<file path="config.mk">
export PLATFORM = sky130hd
export DESIGN_NAME = hotbit_slave_decoder
export DESIGN_NICKNAME = d
export VERILOG_FILES = /design/src/rtl/hbd_pkg.sv /design/src/rtl/hbd_capture.sv /design/src/rtl/hbd_select.sv /design/src/rtl/hotbit_slave_decoder.sv
export SDC_FILE = /design/constraint.sdc
export NUM_CORES = 1
export LEC_CHECK = 0
export BUFFER_PORTS_ARGS = -buffer_cell sky130_fd_sc_hd__buf_2
export CORE_AREA = 3 3 40 42
export CTS_BUF_LIST = sky130_fd_sc_hd__clkbuf_4 sky130_fd_sc_hd__clkbuf_8
export CTS_CLUSTER_DIAMETER = 150
export DETAILED_ROUTE_END_ITERATION = 6
export DIE_AREA = 0 0 43 45
export PLACE_DENSITY_LB_ADDON = 0.2
export SYNTH_ARGS = -nofsm -noshare
export SYNTH_HDL_FRONTEND = slang
export SYNTH_SLANG_ARGS = --single-unit
</file>
<file path="constraint.sdc">
create_clock -name clk -period 1.1 [get_ports clk]
set_input_delay 0.055 -clock clk [delete_from_list [all_inputs] [get_ports clk]]
set_output_delay 0.055 -clock clk [all_outputs]
set_load 0.01 [all_outputs]
</file>
<file path="src/rtl/hbd_pkg.sv">
package hbd_pkg;
  localparam logic [3:0] WINDOW_TAG = 4'hD;
  localparam logic [3:0] CODE_CHIP0 = 4'h8;
  localparam logic [3:0] CODE_RSEL0 = 4'hD;
  localparam logic [3:0] CODE_BCAST = 4'hF;

  typedef struct packed {
    logic       hit;
    logic       rd;
    logic [3:0] code;
  } hbd_latch_t;
endpackage

</file>
<file path="src/rtl/hbd_capture.sv">
module hbd_capture #(
  parameter int ADDR_W = 20,
  parameter int SLOT   = 0,
  parameter int NSLOT  = 4
) (
  input  logic              clk,
  input  logic              rst_n,
  input  logic [ADDR_W-1:1] addr,
  input  logic              rw,
  input  logic              strb_n,
  output logic              act,
  output hbd_pkg::hbd_latch_t lat,
  output logic              wcap
);
  import hbd_pkg::*;
  localparam int TAG_LO = ADDR_W - 4;
  localparam int HOT_LO = 8;
  localparam int HOT_BIT = HOT_LO + SLOT;

  logic strb_q;
  logic fall, rise;
  logic hit_now;
  logic unused_addr;

  assign unused_addr = ^addr;
  assign fall    = strb_q & ~strb_n;
  assign rise    = ~strb_q & strb_n;
  assign hit_now = (addr[ADDR_W-1:TAG_LO] == WINDOW_TAG) && addr[HOT_BIT];

  always_ff @(posedge clk or negedge rst_n) begin
    if (!rst_n) begin
      strb_q <= 1'b1;
      act    <= 1'b0;
      lat    <= '0;
      wcap   <= 1'b0;
    end else begin
      strb_q <= strb_n;
      wcap   <= 1'b0;
      if (fall) begin
        act      <= hit_now;
        lat.hit  <= hit_now;
        lat.rd   <= rw;
        lat.code <= addr[7:4];
      end else if (strb_n) begin
        act <= 1'b0;
        if (rise && act && !lat.rd) wcap <= 1'b1;
      end
    end
  end

  // capture pulse only right after an active write phase
  assert_wcap_after_write_R9: assert property (@(posedge clk) disable iff (!rst_n)
    wcap |-> ($past(act) && !$past(lat.rd)));
  // a high strobe clears the active phase on the next edge
  assert_idle_on_high_R7: assert property (@(posedge clk) disable iff (!rst_n)
    strb_n |=> !act);
  initial begin
    assert (SLOT >= 0 && SLOT < NSLOT) else $error("SLOT out of range");
  end
endmodule

</file>
<file path="src/rtl/hbd_select.sv">
module hbd_select #(
  parameter int NCHIP = 5
) (
  input  logic                act,
  input  hbd_pkg::hbd_latch_t lat,
  output logic                rd_n,
  output logic                wr_n,
  output logic [NCHIP-1:0]    cs_n,
  output logic [1:0]          rsel_n
);
  import hbd_pkg::*;
  logic bcast;
  assign bcast = (lat.code == CODE_BCAST);
  assign rd_n  = ~(act & lat.rd);
  assign wr_n  = ~(act & ~lat.rd);

  for (genvar i = 0; i < NCHIP; i++) begin : g_cs
    localparam logic [3:0] MY_CODE = CODE_CHIP0 + 4'(i);
    assign cs_n[i] = ~(act & ((lat.code == MY_CODE) | bcast));
  end
  for (genvar j = 0; j < 2; j++) begin : g_rs
    localparam logic [3:0] MY_CODE = CODE_RSEL0 + 4'(j);
    assign rsel_n[j] = ~(act & (lat.code == MY_CODE));
  end

  // chip selects are none, one, or all
  always_comb begin
    assert ($countones(~cs_n) <= 1 || $countones(~cs_n) == NCHIP)
      else $error("assert_cs_group_R5 failed");
  end
  // never read and write at once
  always_comb begin
    assert (rd_n | wr_n) else $error("assert_rw_excl_R7 failed");
  end
endmodule

</file>
<file path="src/rtl/hotbit_slave_decoder.sv">
module hotbit_slave_decoder #(
  parameter int ADDR_W = 20,
  parameter int NSLOT  = 4,
  parameter int SLOT   = 0,
  parameter int NCHIP  = 5
) (
  input  logic              clk,
  input  logic              rst_n,
  input  logic [ADDR_W-1:1] addr,
  input  logic              rw,
  input  logic              strb_n,
  output logic              rd_n,
  output logic              wr_n,
  output logic [NCHIP-1:0]  cs_n,
  output logic [1:0]        rsel_n,
  output logic              wcap
);
  import hbd_pkg::*;
  logic       act;
  hbd_latch_t lat;

  hbd_capture #(.ADDR_W(ADDR_W), .SLOT(SLOT), .NSLOT(NSLOT)) u_cap (
    .clk(clk), .rst_n(rst_n), .addr(addr), .rw(rw), .strb_n(strb_n),
    .act(act), .lat(lat), .wcap(wcap)
  );

  hbd_select #(.NCHIP(NCHIP)) u_sel (
    .act(act), .lat(lat), .rd_n(rd_n), .wr_n(wr_n),
    .cs_n(cs_n), .rsel_n(rsel_n)
  );

  // selects hold while the strobe stays low
  assert_hold_low_R8: assert property (@(posedge clk) disable iff (!rst_n)
    (!strb_n && !$past(strb_n)) |=> ($stable(cs_n) && $stable(rsel_n) && $stable(rd_n)));
  // register selects never overlap chip selects
  assert_rsel_excl_R6: assert property (@(posedge clk) disable iff (!rst_n)
    (rsel_n != 2'b11) |-> (&cs_n));
endmodule

</file>
## After elaboration in Yosys (flattened, before gate mapping)

Index checks and enable logic that the tools add are counted.

| storage, ports and cells | value |
|---|---|
| bits of input ports | 23 |
| RAM bits | 0 |
| latch bits | 0 |
| memory bits (read-only) | 0 |
| register bits after elaboration | 8 |
| memories | 0 |
| output and inout port bits | 10 |
| word-level logic and storage cells | 52 |

| operators by class | value |
|---|---|
| equal/unequal tests | 9 |
| add/sub/neg operators | 0 |
| reduce and logical (&&, ||, !) cells | 5 |
| $lt $le $gt $ge | 0 |
| bitwise operators | 28 |
| multiplexer cells | 5 |
| multipliers | 0 |
| shifts and indexed selects | 0 |
| divide/modulo/power cells | 0 |

Operators with widths:

| kind | number |
|---|---|
| == test 4 bit (second input constant) | 9 |
| inverter 1 bit | 12 |
| AND 1 bit | 11 |
| 2-to-1 mux 1 bit | 5 |
| bitwise OR 1 bit | 5 |
| logical AND 1 bit | 3 |
| nonzero test 2 bit | 1 |
| logical NOT 1 bit | 1 |

## Depth between registers and ports, before layout

| logic depth | value |
|---|---|
| depth in word-level cells | 7 |
| depth in mapped cells | 3 |

## Cells and area by module

From an unflattened synthesis, not the netlist that was laid out.

| second synthesis, totals | value |
|---|---|
| cells, all modules | 41 |
| area total of the unflattened synthesis | 503.0 um^2 |

Modules (own cells, without submodules):

| module | area an instance (um^2) | seq. area each (um^2) | times used | cells each |
|---|---|---|---|---|
| hbd_capture | 374.1 | 226.5 | 1 | 23 |
| hbd_select | 128.9 | 0.0 | 1 | 18 |

## Worst setup path before layout

OpenSTA, ideal clock, no wires.

| path | value |
|---|---|
| path type | reg-to-reg |
| from | register u_cap.strb_q |
| to | register, netlist name u_cap.lat[0] |
| arrival | 1,039 ps |
| path buffers | 0 |
| stages on the path, launching flop included | 3 |
| setup time | 125 ps |
| setup slack | -63 ps |
| cell sequence | dfstp_2 nor2b_4 mux2_2 |

| on the way | value |
|---|---|
| cells in the longest elaborated chain, start to end | 1 |

Ends and longest elaborated chain:

| item | line | source |
|---|---|---|
| start, declared | hbd_capture.sv:20 | `logic strb_q;` |
| start signal, assigned | hbd_capture.sv:37 | `strb_q <= strb_n;` |
| AND 1 bit | hbd_capture.sv:26 | `assign fall = strb_q & ~strb_n;` |

Every way passes these cells.
A chain may end at the register's enable or synchronous reset.

## Final worst setup path

| path | value |
|---|---|
| from | register u_cap.strb_q |
| to | register, netlist name u_cap.lat[0] |

| on the way | value |
|---|---|
| cells in the longest elaborated chain, start to end | 1 |

Ends and longest elaborated chain:

| item | line |
|---|---|
| AND 1 bit | hbd_capture.sv:26 |

Every way passes these cells.

==> key figures <==
Drt
  – Per-cell routed wire length: between 10 and 15 um
  – DRC viols: 0
  – Final WL: 1.00 mm
  – Via Count: slightly above 400
  – Routed Antenna Nets: 0
  – Drt first pass iters: 2
  – Vias per std cell: 4.76
  – First DRT Iteration DRCs: 1

Synth
  – Mapped Area: roughly 420 sq um
  – Sequential area share after synthesis: 0.476
  – Synth area leader: dfrtp_1
  – Yosys reg bits: 8
  – Post-Synthesis Cells: 38
  – Yosys warns: 0
  – Netlist cell types: 19
  – Syn Nets: 61
  – Mean post-synth cell area: 11.1 sq um
  – Top post-synthesis cells by area: dfrtp_1, mux2_2, dfstp_2
  – Synth top area share: 0.414

Floorplanning
  – Starting density of the core: 0.329
  – Die Area: 1940 sq um
  – Ports: 33
  – Row count: 13
  – Die X: between 40 and 50 um
  – Area of the core: between 1000 and 1500 sq um
  – Die Ht: 45 um

Global route
  – GRT busiest layer: met2
  – Number of global-route vias before repair: 374
  – Total gr overflow: 0
  – Met3 GRT Util: 0.0398
  – Largest net degree at the start of global routing: 9
  – Total GRT Usage: 0.104
  – Initial antenna violation count: 0
  – Met1 Usage GRT: 0.132
  – Met2 global-route usage: 0.165
  – First-pass GRT wire length: 1.51 mm

Timing
  – Pins Over Slew Limit: 0
  – Clock Skew: around 0.0082 ns
  – Relative slew margins: 0.845
  – Achievable clock frequency: 808 MHz
  – Tcrit/Tclk final: 1.13
  – Final hold violations: 0
  – Setup ws final: -0.138 ns
  – Min Clock Period, post-route: 1.24 ns
  – Hold WS: 0.0347 ns
  – RSZ-0062 raised after global routing: true
  – Final setup fails: 12
  – Slew @ Worst Pin: 0.230 ns

Clock tree
  – CTS tree: built
  – Clk root buf: clkbuf_4
  – Clock Path Buffers: 2
  – CTS Buf Count: 3
  – Clk_lat worst skew: 0.25 ns
  – Htree depth: 1
  – Worst-path clk slew: ~0.06 ns
  – Number of clock sinks: 8

Min path
  – Hold crit path type: input pin to flop

Placed design
  – Port bufs: 22
  – Detail Placement HPWL: 715 um
  – Placement Cell Area: 567 sq um
  – GPL Wtd Cong: 0.599

Outcome
  – Status: finished with violations
  – Violated checks: setup timing

Finish
  – Nets: 95
  – ANT cells: 0
  – Finished Cell Area: 708 sq um
  – Layout cells sized above 1: 0.662
  – Layout area overhead: 67.5%

Power and ir drop
  – Pwr Total: 843 uW
  – P_leak: about 0.00032 uW
  – VDD IR-drop max: 0.000777 V
  – Pwr per Cell Area: roughly 1200 nW/um^2

Setup path
  – CP Data Arrival Time: 1.37 ns
  – CP max FO: 5
  – Crit start category: flop
  – Type of the worst setup path: flop to flop
  – Worst Setup End Kind: flop
  – CP required: 1.23 ns

Job
  – Max-cap violations: 0
-- metrics by stage --
step / instances / TNS, ns / worst slack (ns) / utilization
floorplan: 38 / -0.317 / -0.0634 / -
global placement: 76 / -0.386 / -0.0760 / 0.441
detailed placement: 76 / -0.437 / -0.0904 / 0.441
CTS: 85 / -1.00 / -0.132 / 0.533
global route: 86 / -1.66 / -0.217 / 0.551
finish: 86 / -0.952 / -0.138 / 0.551
-- metal layers --
layer	share of wire	vias to the layer above
met3	0.089	0
met4	0	0
met5	0	-
li1	-	203
met2	0.48	15
met1	0.43	191
-- cell families after synthesis --
group,count (synthesis),synth area share
simple gates,16,0.246
buf+inv,4,0.0444
mux,5,0.133
compound gates,2,0.0385
flops,8,0.476
xor+xnor,3,0.0621
-- flip-flops by register name (all words and copies together), names as in the netlist --
| register | flops |
|---|---|
| u_cap.act | 1 |
| u_cap.wcap | 1 |
| u_cap.lat | 5 |
| u_cap.strb_q | 1 |
-- cell usage in the layout (no fill, tap or decap), types with 2 or more instances in the layout --
cell and n:
dfrtp_2 2, and3_4 2, clkbuf_4 4, dfrtp_1 5, buf_2 21, dlygate4sd3_1 3
nand4_1 4, buf_4 5, buf_6 3, nand2_1 2, xnor2_1 2, mux2_4 4
-- report_power, final --
part	switching, uW	internal [uW]	total, uW
registers	40.2	328	368
clock network	96.5	163	260
logic	72.2	144	216
total	209	635	843
-- cell type report --
| cell class | instances | area (sq um) |
|---|---|---|
| fill | 131 | 577 |
| multi-input combinational | 26 | 245 |
| timing repair buffer | 32 | 206 |
| sequential | 8 | 204 |
| clock buffer | 4 | 30.0 |
| tap | 15 | 18.8 |
| inverter | 1 | 3.75 |
-- critical path, cell delays in order (launching register included) --
cell and delay (ns):
dfstp_2 0.53, nor2b_4 0.24, mux2_2 0.36
-- synthesized netlist by cell type --
library cell,instances
and3_1,2
buf_2,2
clkbuf_2,1
dfrtp_1,7
dfstp_2,1
inv_1,1
mux2_2,5
nand2_1,3
nand2b_1,1
nand3b_1,1
nand4_1,4
nor2b_1,1
nor2b_4,1
nor3_1,1
nor3b_1,1
o211ai_1,1
o41ai_1,1
or3b_1,1
xnor2_1,3
-- final timing paths --
kind,start,cells after the start,endpoint,slack [ns]
worst max-delay path,u_cap.strb_q,2,u_cap.lat[0],-0.14
worst min-delay path,rw,2,u_cap.lat[4],0.03
worst max register to register,u_cap.strb_q,2,u_cap.lat[0],-0.14
worst min register to register,u_cap.lat[4],1,u_cap.lat[4],0.53
max in group asynchronous,rst_n,2,u_cap.strb_q,0.68
min in group asynchronous,rst_n,2,u_cap.lat[4],0.17
-- timing repair --
item | in CTS | in global routing
pin swaps | 8 | 6
resized for setup | 10 | 4
endpoints found under the hold margin | 10 | 0
setup buffers | 2 | 1
hold buffers | 3 | 0
endpoints found under the setup margin | 13 | 13
(Power assumes the default switching activity.)
